$ cat config.mk
export PLATFORM = sky130hd
export DESIGN_NAME = periodic_tick_timer
export DESIGN_NICKNAME = d
export VERILOG_FILES = /design/src/rtl/tick_timer_pkg.sv /design/src/rtl/tick_ref_sync.sv /design/src/rtl/tick_down_counter.sv /design/src/rtl/tick_reg_if.sv /design/src/rtl/periodic_tick_timer.sv
export SDC_FILE = /design/constraint.sdc
export NUM_CORES = 1
export LEC_CHECK = 0
export BUFFER_PORTS_ARGS = -buffer_cell sky130_fd_sc_hd__buf_2
export CORE_ASPECT_RATIO = 0.9
export CORE_UTILIZATION = 45
export CTS_CLUSTER_DIAMETER = 120
export CTS_CLUSTER_SIZE = 12
export DETAILED_ROUTE_END_ITERATION = 10
export PLACE_DENSITY = 0.7
export SLEW_MARGIN = 5
export SYNTH_ARGS = -nofsm -noshare
export SYNTH_HDL_FRONTEND = slang
export SYNTH_HIERARCHICAL = 1
export SYNTH_SLANG_ARGS = --single-unit
$ cat constraint.sdc
create_clock -name clk -period 2.1 [get_ports clk]
set_clock_uncertainty 0.2 [all_clocks]
set_input_delay 0.42 -clock clk [delete_from_list [all_inputs] [get_ports clk]]
set_output_delay 0.42 -clock clk [all_outputs]
set_load 0.005 [all_outputs]
$ cat src/rtl/tick_timer_pkg.sv
package tick_timer_pkg;

    localparam int PKG_ADDR_W = 12;

    localparam logic [PKG_ADDR_W-1:0] OFS_CTRL   = 12'h010;
    localparam logic [PKG_ADDR_W-1:0] OFS_RELOAD = 12'h014;
    localparam logic [PKG_ADDR_W-1:0] OFS_CUR    = 12'h018;
    localparam logic [PKG_ADDR_W-1:0] OFS_CALIB  = 12'h01C;

    localparam int BIT_RUN  = 0;
    localparam int BIT_IEN  = 1;
    localparam int BIT_SRC  = 2;
    localparam int BIT_WRAP = 16;

    typedef struct packed {
        logic core_src;
        logic ien;
        logic run;
    } ctrl_t;

endpackage

$ cat src/rtl/tick_ref_sync.sv
module tick_ref_sync #(
    parameter int STAGES = 2
) (
    input  logic clk,
    input  logic rst_n,
    input  logic ref_in,
    output logic rise_o
);
    localparam int DEPTH = STAGES + 1;

    logic [DEPTH-1:0] sh_d, sh_q;

    always_comb begin
        sh_d    = sh_q;
        sh_d[0] = ref_in;
        for (int i = 1; i < DEPTH; i++) begin
            sh_d[i] = sh_q[i-1];
        end
    end

    always_ff @(posedge clk or negedge rst_n) begin
        if (!rst_n) sh_q <= '0;
        else        sh_q <= sh_d;
    end

    assign rise_o = sh_q[STAGES-1] & ~sh_q[STAGES];

    // one rising edge gives a single-cycle step enable
    p_single_rise_r8: assert property (@(posedge clk) disable iff (!rst_n)
        rise_o |=> !rise_o);

endmodule

$ cat src/rtl/tick_down_counter.sv
module tick_down_counter #(
    parameter int CNT_W = 24
) (
    input  logic             clk,
    input  logic             rst_n,
    input  logic             run,
    input  logic             ien,
    input  logic             step,
    input  logic             clear,
    input  logic             flag_rd,
    input  logic [CNT_W-1:0] reload,
    output logic [CNT_W-1:0] cnt_o,
    output logic             flag_o,
    output logic             irq_o
);
    typedef struct packed {
        logic [CNT_W-1:0] cnt;
        logic             flag;
        logic             irq;
    } cnt_state_t;

    localparam logic [CNT_W-1:0] ONE = CNT_W'(1);

    cnt_state_t st_d, st_q;
    logic       hit_zero;

    always_comb begin
        st_d     = st_q;
        st_d.irq = 1'b0;
        hit_zero = 1'b0;
        if (clear) begin
            st_d.cnt  = '0;
            st_d.flag = 1'b0;
        end else begin
            if (run && step) begin
                if (st_q.cnt == '0) begin
                    st_d.cnt = reload;
                end else if (st_q.cnt == ONE) begin
                    st_d.cnt = '0;
                    hit_zero = 1'b1;
                    st_d.irq = ien;
                end else begin
                    st_d.cnt = st_q.cnt - ONE;
                end
            end
            if (hit_zero)     st_d.flag = 1'b1;
            else if (flag_rd) st_d.flag = 1'b0;
        end
    end

    always_ff @(posedge clk or negedge rst_n) begin
        if (!rst_n) st_q <= '0;
        else        st_q <= st_d;
    end

    assign cnt_o  = st_q.cnt;
    assign flag_o = st_q.flag;
    assign irq_o  = st_q.irq;

    // a live 1-to-0 step leaves the flag set
    p_wrap_sets_flag_r3: assert property (@(posedge clk) disable iff (!rst_n)
        (run && step && !clear && cnt_o == ONE) |=> flag_o);

    // a tick at zero loads the reload value that was present
    p_zero_reloads_r4: assert property (@(posedge clk) disable iff (!rst_n)
        (run && step && !clear && cnt_o == '0) |=> cnt_o == $past(reload));

    // the request only accompanies a zero count and lasts one cycle
    p_irq_at_zero_r5: assert property (@(posedge clk) disable iff (!rst_n)
        irq_o |-> cnt_o == '0);
    p_irq_pulse_r5: assert property (@(posedge clk) disable iff (!rst_n)
        irq_o |=> !irq_o);

    // a current-value write zeroes count and flag
    p_cur_write_clears_r7: assert property (@(posedge clk) disable iff (!rst_n)
        clear |=> (cnt_o == '0 && !flag_o));

    // a stopped counter keeps its value
    p_stopped_holds_r11: assert property (@(posedge clk) disable iff (!rst_n)
        (!run && !clear) |=> $stable(cnt_o));

endmodule

$ cat src/rtl/tick_reg_if.sv
module tick_reg_if
    import tick_timer_pkg::*;
#(
    parameter int          ADDR_W      = 12,
    parameter int          DATA_W      = 32,
    parameter int          CNT_W       = 24,
    parameter logic [31:0] CALIB_VALUE = 32'h0000_4E20
) (
    input  logic              clk,
    input  logic              rst_n,
    input  logic              bus_sel,
    input  logic              bus_wr,
    input  logic [ADDR_W-1:0] bus_addr,
    input  logic [CNT_W-1:0]  bus_wdata,
    output logic [DATA_W-1:0] bus_rdata,
    input  logic [CNT_W-1:0]  cnt_i,
    input  logic              flag_i,
    output ctrl_t             ctrl_o,
    output logic [CNT_W-1:0]  reload_o,
    output logic              cur_wr_o,
    output logic              ctrl_rd_o
);
    localparam int PAD_W = DATA_W - CNT_W;

    typedef struct packed {
        ctrl_t            ctrl;
        logic [CNT_W-1:0] reload;
    } reg_state_t;

    reg_state_t rs_d, rs_q;
    logic       hit_ctrl, hit_reload, hit_cur, hit_calib;
    logic       do_wr, do_rd;

    always_comb begin
        hit_ctrl   = bus_addr == ADDR_W'(OFS_CTRL);
        hit_reload = bus_addr == ADDR_W'(OFS_RELOAD);
        hit_cur    = bus_addr == ADDR_W'(OFS_CUR);
        hit_calib  = bus_addr == ADDR_W'(OFS_CALIB);
        do_wr      = bus_sel &  bus_wr;
        do_rd      = bus_sel & ~bus_wr;
    end

    always_comb begin
        rs_d = rs_q;
        if (do_wr && hit_ctrl) begin
            rs_d.ctrl.run      = bus_wdata[BIT_RUN];
            rs_d.ctrl.ien      = bus_wdata[BIT_IEN];
            rs_d.ctrl.core_src = bus_wdata[BIT_SRC];
        end
        if (do_wr && hit_reload) begin
            rs_d.reload = bus_wdata;
        end
    end

    always_ff @(posedge clk or negedge rst_n) begin
        if (!rst_n) rs_q <= '0;
        else        rs_q <= rs_d;
    end

    always_comb begin
        bus_rdata = '0;
        if (do_rd) begin
            if (hit_ctrl) begin
                bus_rdata[BIT_RUN]  = rs_q.ctrl.run;
                bus_rdata[BIT_IEN]  = rs_q.ctrl.ien;
                bus_rdata[BIT_SRC]  = rs_q.ctrl.core_src;
                bus_rdata[BIT_WRAP] = flag_i;
            end else if (hit_reload) begin
                bus_rdata = {{PAD_W{1'b0}}, rs_q.reload};
            end else if (hit_cur) begin
                bus_rdata = {{PAD_W{1'b0}}, cnt_i};
            end else if (hit_calib) begin
                bus_rdata = DATA_W'(CALIB_VALUE);
            end
        end
    end

    assign ctrl_o    = rs_q.ctrl;
    assign reload_o  = rs_q.reload;
    assign cur_wr_o  = do_wr & hit_cur;
    assign ctrl_rd_o = do_rd & hit_ctrl;

    // count-wide registers never show upper bits
    p_upper_zero_r9: assert property (@(posedge clk) disable iff (!rst_n)
        (do_rd && (hit_reload || hit_cur)) |-> bus_rdata[DATA_W-1:CNT_W] == '0);

    // calibration word is fixed whatever was written before
    p_calib_fixed_r10: assert property (@(posedge clk) disable iff (!rst_n)
        (do_rd && hit_calib) |-> bus_rdata == DATA_W'(CALIB_VALUE));

    // no read in progress gives a quiet data bus
    p_idle_quiet_r12: assert property (@(posedge clk) disable iff (!rst_n)
        !do_rd |-> bus_rdata == '0);

endmodule

$ cat src/rtl/periodic_tick_timer.sv
module periodic_tick_timer
    import tick_timer_pkg::*;
#(
    parameter int          ADDR_W      = 12,
    parameter int          DATA_W      = 32,
    parameter int          CNT_W       = 24,
    parameter int          SYNC_STAGES = 2,
    parameter logic [31:0] CALIB_VALUE = 32'h0000_4E20
) (
    input  logic              clk,
    input  logic              rst_n,
    input  logic              ref_tick,
    input  logic              bus_sel,
    input  logic              bus_wr,
    input  logic [ADDR_W-1:0] bus_addr,
    input  logic [CNT_W-1:0]  bus_wdata,
    output logic [DATA_W-1:0] bus_rdata,
    output logic              irq
);
    ctrl_t            ctrl;
    logic [CNT_W-1:0] reload;
    logic [CNT_W-1:0] cnt;
    logic             flag;
    logic             cur_wr;
    logic             ctrl_rd;
    logic             ext_rise;
    logic             step;

    tick_ref_sync #(
        .STAGES (SYNC_STAGES)
    ) u_sync (
        .clk    (clk),
        .rst_n  (rst_n),
        .ref_in (ref_tick),
        .rise_o (ext_rise)
    );

    tick_reg_if #(
        .ADDR_W      (ADDR_W),
        .DATA_W      (DATA_W),
        .CNT_W       (CNT_W),
        .CALIB_VALUE (CALIB_VALUE)
    ) u_regs (
        .clk       (clk),
        .rst_n     (rst_n),
        .bus_sel   (bus_sel),
        .bus_wr    (bus_wr),
        .bus_addr  (bus_addr),
        .bus_wdata (bus_wdata),
        .bus_rdata (bus_rdata),
        .cnt_i     (cnt),
        .flag_i    (flag),
        .ctrl_o    (ctrl),
        .reload_o  (reload),
        .cur_wr_o  (cur_wr),
        .ctrl_rd_o (ctrl_rd)
    );

    assign step = ctrl.core_src ? 1'b1 : ext_rise;

    tick_down_counter #(
        .CNT_W (CNT_W)
    ) u_cnt (
        .clk     (clk),
        .rst_n   (rst_n),
        .run     (ctrl.run),
        .ien     (ctrl.ien),
        .step    (step),
        .clear   (cur_wr),
        .flag_rd (ctrl_rd),
        .reload  (reload),
        .cnt_o   (cnt),
        .flag_o  (flag),
        .irq_o   (irq)
    );

    // no request may leave while interrupts were disabled
    p_irq_needs_enable_r5: assert property (@(posedge clk) disable iff (!rst_n)
        irq |-> $past(ctrl.ien));

endmodule

==> results of run 1 <==
## through the flow
| stage | instances | area [µm²] |
|---|---|---|
| final | 630 | 5697 |
| after global routing | 630 | 5697 |
| after CTS | 620 | 5325 |
| after detailed placement | 590 | 4756 |
| after global placement | 590 | 4756 |
| after floorplan | 373 | 3855 |
## power breakdown
| group | leakage, nW | total [mW] | internal (mW) | switching, mW |
|---|---|---|---|---|
| clock network | 0.0487 | 0.635 | 0.244 | 0.390 |
| registers | 0.729 | 1.09 | 1.08 | 0.00446 |
| logic | 1.88 | 0.194 | 0.0852 | 0.109 |
| total | 2.66 | 1.92 | 1.41 | 0.504 |
## cells in the mapped netlist (all sizes together), types with 3 or more instances
library cell	count	area (µm²)
a31oi	3	18.77
dfrtp	56	1401
nand4	4	31.28
buf	19	145.1
a22oi	31	232.7
and3	4	25.02
mux2i	4	40.04
o31a	5	43.79
nor2b	8	57.55
nor4	15	161.4
o21ai	11	55.05
nand2b	4	25.02
nand3	12	65.06
and4	3	26.28
mux2	27	379.1
inv	8	30.03
or2	8	50.06
clkbuf	10	37.54
ha	3	37.54
o32ai	6	52.55
a21oi	21	108.9
nor3	23	120.1
nor2	21	78.83
or3	8	50.05
nand2	25	93.84
## flip-flops by register name (all words and copies together), names as in the netlist
signal	count
u_cnt/flag_o	1
u_regs/reload_o	24
u_cnt/irq_o	1
u_cnt/cnt_o	24
u_regs/ctrl_o	3
u_sync/sh_q	3
## cells by family after synthesis
family | after synthesis | share of synthesized area [%]
multiplexers | 31 | 11.62
AO/OA/AOI/OAI | 88 | 16.93
AND/OR/NAND/NOR | 148 | 25.08
flip-flops | 56 | 38.85
XOR/XNOR | 2 | 0.4857
other | 1 | 0.1040
adder cells (fa/ha/maj) | 3 | 1.041
buffers and inverters | 37 | 5.897
## per-layer routing
metal  vias up  share of wire (%)
met1      1890                 42
met2       204                 48
met5         -                  0
met4         0                3.1
li1       1706                  -
met3        43                7.1
## cell usage in the layout (no fill, tap or decap), types with 5 or more instances in the layout
master and instances:
clkbuf_8 5, mux2_4 24, nor3_2 8, nor2b_1 6, or3_1 8, a22oi_1 20, buf_4 79, a21oi_2 5
buf_12 7, nand3_1 8, o31a_1 5, o32ai_2 6, nor2_1 19, conb_1 8, dfrtp_1 56, nor3_4 12
a21oi_1 15, inv_1 6, buf_6 27, a22oi_2 11, o21ai_1 5, buf_2 63, nand2_1 25, nor4_4 11
## final cells by class
cell class / count / share of cell area [%]
clock buffer: 5 / 1.208
multi-input combinational: 282 / 46.26
clock inverter: 3 / 0.4612
timing repair buffer: 180 / 24.84
inverter: 8 / 0.5271
sequential: 56 / 24.60
tap: 96 / 2.108
## final timing paths
| check | from | to | slack, ns | cells past startpoint |
|---|---|---|---|---|
| hold reg to reg | u_sync/sh_q[0]$_DFF_PN0_ | u_sync/sh_q[1]$_DFF_PN0_ | 0.17 | 0 |
| setup reg to reg | u_cnt/cnt_o[0]$_DFFE_PN0P_ | u_cnt/cnt_o[11]$_DFFE_PN0P_ | -0.18 | 8 |
| max in group asynchronous | rst_n | u_cnt/cnt_o[15]$_DFFE_PN0P_ | 1.02 | 3 |
| min in group asynchronous | rst_n | u_cnt/cnt_o[3]$_DFFE_PN0P_ | 0.42 | 3 |
| setup / recovery | bus_addr[5] | bus_rdata[14] | -0.57 | 6 |
| hold / removal | bus_wdata[3] | u_regs/reload_o[3]$_DFFE_PN0P_ | 0.11 | 2 |
## timing repair
action	in CTS	in global routing
gates resized for setup	68	56
hold buffers	2	0
buffers inserted	17	10
cloned	4	0
setup endpoints to repair	64	74
endpoints found under the hold margin	57	0
pin swaps	35	24
==> flow_metrics.env, run 1 <==
export IMPL_outcome="complete, but fails checks"
export IMPL_violations="negative setup slack"
export IMPL_drc=0
export IMPL_fp_coreArea_um2=7657
export IMPL_rsz0062_at_grt="yes"
export IMPL_layout_drive_gt1_share_pct=58.80
export IMPL_dp_hpwl_um=8137
export IMPL_async_reset_ff_share_pct=100.0
export IMPL_dp_slack_ns=-0.6266
export IMPL_yosysWarnings=6
export IMPL_busiest_layer="met2"
export IMPL_synth_seq_cells=56
export IMPL_grtUsageMet3_pct=3.927
export IMPL_p_leak_nw=2.658
export IMPL_clk_pin_slew_worst_paths_ns=0.12
export IMPL_synth_edf_count=0
export IMPL_cts_tree="built"
export IMPL_die_x_um=96.38
export IMPL_use_met2_pct=48.81
export IMPL_critPathTopFamily="simple AND/OR/NAND/NOR gates"
export IMPL_ir_worst_vdd_mv=0.2577
export IMPL_vias_per_cell=6.100
export IMPL_antenna_left=0
export IMPL_critPathKind="input port to output pin"
export IMPL_startpoint_type="input port"
export IMPL_fill_cells=514
export IMPL_track_usage_pct=30.50
export IMPL_crit_chain="buf_6 > or4b_4 > or3b_4 > buf_6 > nor4_4 > buf_2"
export IMPL_cp_required_ns=1.48
export IMPL_fin_ws_ns=-0.5729
export IMPL_fin_crit_sh_pct=127.3
export IMPL_postLayoutCoreUtil_pct=74.40
export IMPL_ctsLongestPathBuffers=2
export IMPL_power_density_nw_per_um2=336.4
export IMPL_cts_sink_count=56
export IMPL_fp_dieArea_um2=8379
export IMPL_start_util_pct=47.11
export IMPL_seqCellArea_um2=1401
export IMPL_period_minus_slack_ns=2.673
export IMPL_antenna_found_initial=0
export IMPL_grt_pass1_wl_um=19020
export IMPL_slew_headroom_pct=61.62
export IMPL_ys_types=60
export IMPL_die_h_um=86.94
export IMPL_path_buf_inv=3
export IMPL_grt_pass1_vias=3656
export IMPL_grt_ovfl_total=0
export IMPL_vias=3843
export IMPL_crit_path_max_incr_delay_ns=0.54
export IMPL_place_gp_congestion=0.9028
export IMPL_final_hold_viol_count=0
export IMPL_io_buffer_count=65
export IMPL_hold_class="input port to register"
export IMPL_maxCapViolations=0
export IMPL_crit_fanout=8
export IMPL_finalPower_mw=1.916
export IMPL_root_buffer="clkbuf_8"
export IMPL_area_delta_synth_final_pct=57.93
export IMPL_crit_path_frequent_cell="buf_6"
export IMPL_netlist_area_um2=3607
export IMPL_avgSynthCellArea_um2=9.856
export IMPL_final_max_slew_viol_count=0
export IMPL_cts_made_buffers=5
export IMPL_cpMaxStageDelayCell="or4b_4"
export IMPL_wl_um=13010
export IMPL_use_met1_pct=42.22
export IMPL_yosysSeqAreaShare_pct=38.85
export IMPL_synthFlopType="dfrtp_1"
export IMPL_multi_input_area_um2=2635
export IMPL_wl_per_cell_um=20.65
export IMPL_worst_pin_slew_ns=0.5713
export IMPL_grt_max_degree=57
export IMPL_htree_levels=2
export IMPL_fin_setup_tns_ns=-21.26
export IMPL_layout_nets=577
export IMPL_report_final_setup_viol=76
export IMPL_ios=74
export IMPL_arrival_ns=2.05
export IMPL_drtPass1Iterations=5
export IMPL_fmax_ghz=0.3741
export IMPL_diodes=0
export IMPL_drt_initial_drc_count=278
export IMPL_num_rows=30
export IMPL_end_kind="output pin"
export IMPL_whs_ns=0.1122
export IMPL_clock_latency_ns=0.33
export IMPL_synthCells=366
No activity file was read; power rests on OpenSTA's default activity.
==> inputs of run 2 (changes only) <==
CORE_UTILIZATION = 50   (was 45)
PLACE_DENSITY = 0.77   (was 0.7)
==> run 2 against run 1 <==
The flow still finishes with violations (negative setup slack). Critical path depth unchanged. Clock power increased by 13%. Via count decreased by 0.86%. Global-route usage increased by 0.98 points. Maximum frequency increased by 1.7%. Largest cell class unchanged. Highest routed layer unchanged.
==> flow_metrics.env, run 2 (synthesized netlist as in run 1, its figures left out) <==
export IMPL_outcome="complete, but fails checks"
export IMPL_violations="negative setup slack"
export IMPL_fill_cells=445
export IMPL_area_delta_synth_final_pct=48.70
export IMPL_die_h_um=82.58
export IMPL_arrival_ns=2.01
export IMPL_grt_pass1_vias=3486
export IMPL_hold_start="bus_wdata[21]"
export IMPL_fp_coreArea_um2=6761
export IMPL_grt_ovfl_total=0
export IMPL_final_hold_viol_count=0
export IMPL_fin_ws_ns=-0.5271
export IMPL_antenna_found_initial=0
export IMPL_rr_worst_depth=8
export IMPL_place_gp_congestion=0.8934
export IMPL_p_leak_nw=2.496
export IMPL_die_x_um=91.53
export IMPL_grt_pass1_wl_um=18010
export IMPL_cp_required_ns=1.48
export IMPL_cts_made_buffers=5
export IMPL_whs_ns=0.1254
export IMPL_ir_worst_vdd_mv=0.2884
export IMPL_drtPass1Iterations=5
export IMPL_final_area_um2=5364
export IMPL_power_density_nw_per_um2=372.4
export IMPL_r2r_setup_slack_ns=-0.24
export IMPL_fin_crit_sh_pct=125.1
export IMPL_layout_commonest_cell="buf_4"
export IMPL_timing_rr_end="u_cnt/cnt_o[11]$_DFFE_PN0P_"
export IMPL_crit_fanout=5
export IMPL_rsz0062_at_grt="yes"
export IMPL_startpoint_type="input port"
export IMPL_dpl_cell_area_um2=4771
export IMPL_dp_cells=587
export IMPL_drc=0
export IMPL_grt_max_degree=57
export IMPL_dp_slack_ns=-0.5603
export IMPL_htree_levels=2
export IMPL_dp_hpwl_um=8159
export IMPL_clock_latency_ns=0.32
export IMPL_holdPathEnd="u_regs/reload_o[21]$_DFFE_PN0P_"
export IMPL_final_max_slew_viol_count=0
export IMPL_end_kind="output pin"
export IMPL_seqCellArea_um2=1404
export IMPL_maxCapViolations=0
export IMPL_fmax_ghz=0.3807
export IMPL_cts_tree="built"
export IMPL_finalNonFillerCells=610
export IMPL_io_buffer_count=65
export IMPL_diodes=0
export IMPL_start_util_pct=53.35
export IMPL_track_usage_pct=31.48
export IMPL_final_cell_mix="buf_4, buf_2, dfrtp_1"
export IMPL_cts_sink_count=56
export IMPL_ctsLongestPathBuffers=2
export IMPL_report_final_setup_viol=75
export IMPL_wl_per_cell_um=20.25
export IMPL_layout_drive_gt1_share_pct=53.65
export IMPL_antenna_left=0
export IMPL_root_buffer="clkbuf_8"
export IMPL_layout_nets=563
export IMPL_fp_dieArea_um2=7559
export IMPL_worstReg2RegStart="u_cnt/cnt_o[0]$_DFFE_PN0P_"
export IMPL_ios=74
export IMPL_vias_per_cell=6.246
export IMPL_wl_um=12350
export IMPL_vias=3810
export IMPL_hold_depth=2
export IMPL_num_rows=28
export IMPL_hold_class="input port to register"
export IMPL_period_minus_slack_ns=2.627
export IMPL_drt_initial_drc_count=312
export IMPL_critPathKind="input port to output pin"
export IMPL_clk_pin_slew_worst_paths_ns=0.10
export IMPL_multi_input_area_um2=2455
export IMPL_postLayoutCoreUtil_pct=79.33
-- run 2: cell count changes in the layout (fill, tap and decap cells not counted), moves of 6 or more --
cell / before / now
buf_6: 27 / 9
o32ai_2: 6 / 0
buf_4: 79 / 86
o32ai_1: 0 / 6
-- run 2: report_power, final --
group	leakage [nW]	total [mW]	switching (mW)	internal, mW
logic	1.71	0.194	0.107	0.0867
clock network	0.0552	0.716	0.361	0.355
registers	0.727	1.09	0.00480	1.08
total	2.50	2.00	0.473	1.52
-- run 2: layer usage --
metal	vias up	share of wire (%)	global-route usage [%]
li1	1677	-	-
met1	1876	41	41.12
met2	218	49	54.21
met3	39	7.1	4.487
met4	0	3.0	10.95
met5	-	0	0
-- run 2: worst max-delay path by stage --
stage                 from                          end  slack, ns
2_1_floorplan  bus_addr[9]                bus_rdata[11]      -0.33
3_3_place_gp   bus_addr[7]                bus_rdata[16]      -0.54
3_5_place_dp   bus_addr[7]  u_cnt/cnt_o[20]$_DFFE_PN0P_      -0.56
4_1_cts        bus_addr[7]                 bus_rdata[2]      -0.53
5_1_grt        bus_addr[5]                bus_rdata[13]      -0.55
6_report       bus_addr[5]                 bus_rdata[3]      -0.53
-- run 2: cell type report --
| type | count | area share, % |
|---|---|---|
| clock buffers | 6 | 1.353 |
| clock inverters | 2 | 0.6531 |
| well taps | 90 | 2.099 |
| inverters | 8 | 0.5598 |
| multi-input cells | 280 | 45.77 |
| flip-flops and latches | 56 | 26.17 |
| repair buffers | 168 | 23.40 |
-- run 2: worst max-delay path: stages --
cell	delay, ns
buf_6	0.09
or4b_4	0.54
or3b_4	0.47
buf_12	0.18
nor3_4	0.16
buf_2	0.14
-- run 2: stage by stage --
step,power [mW],TNS [ns]
2_1_floorplan,1.184,-15.09
3_3_place_gp,1.275,-30.51
3_5_place_dp,1.282,-32.93
4_1_cts,1.993,-19.07
5_1_grt,2.059,-26.18
6_report,1.998,-24.93
-- run 2: what timing repair did --
item,CTS,global route
gates cloned,2,0
hold endpoints to repair,57,0
buffers inserted,5,7
setup endpoints to repair,67,76
resized for setup,32,44
hold buffers,2,0
pin swaps,9,11
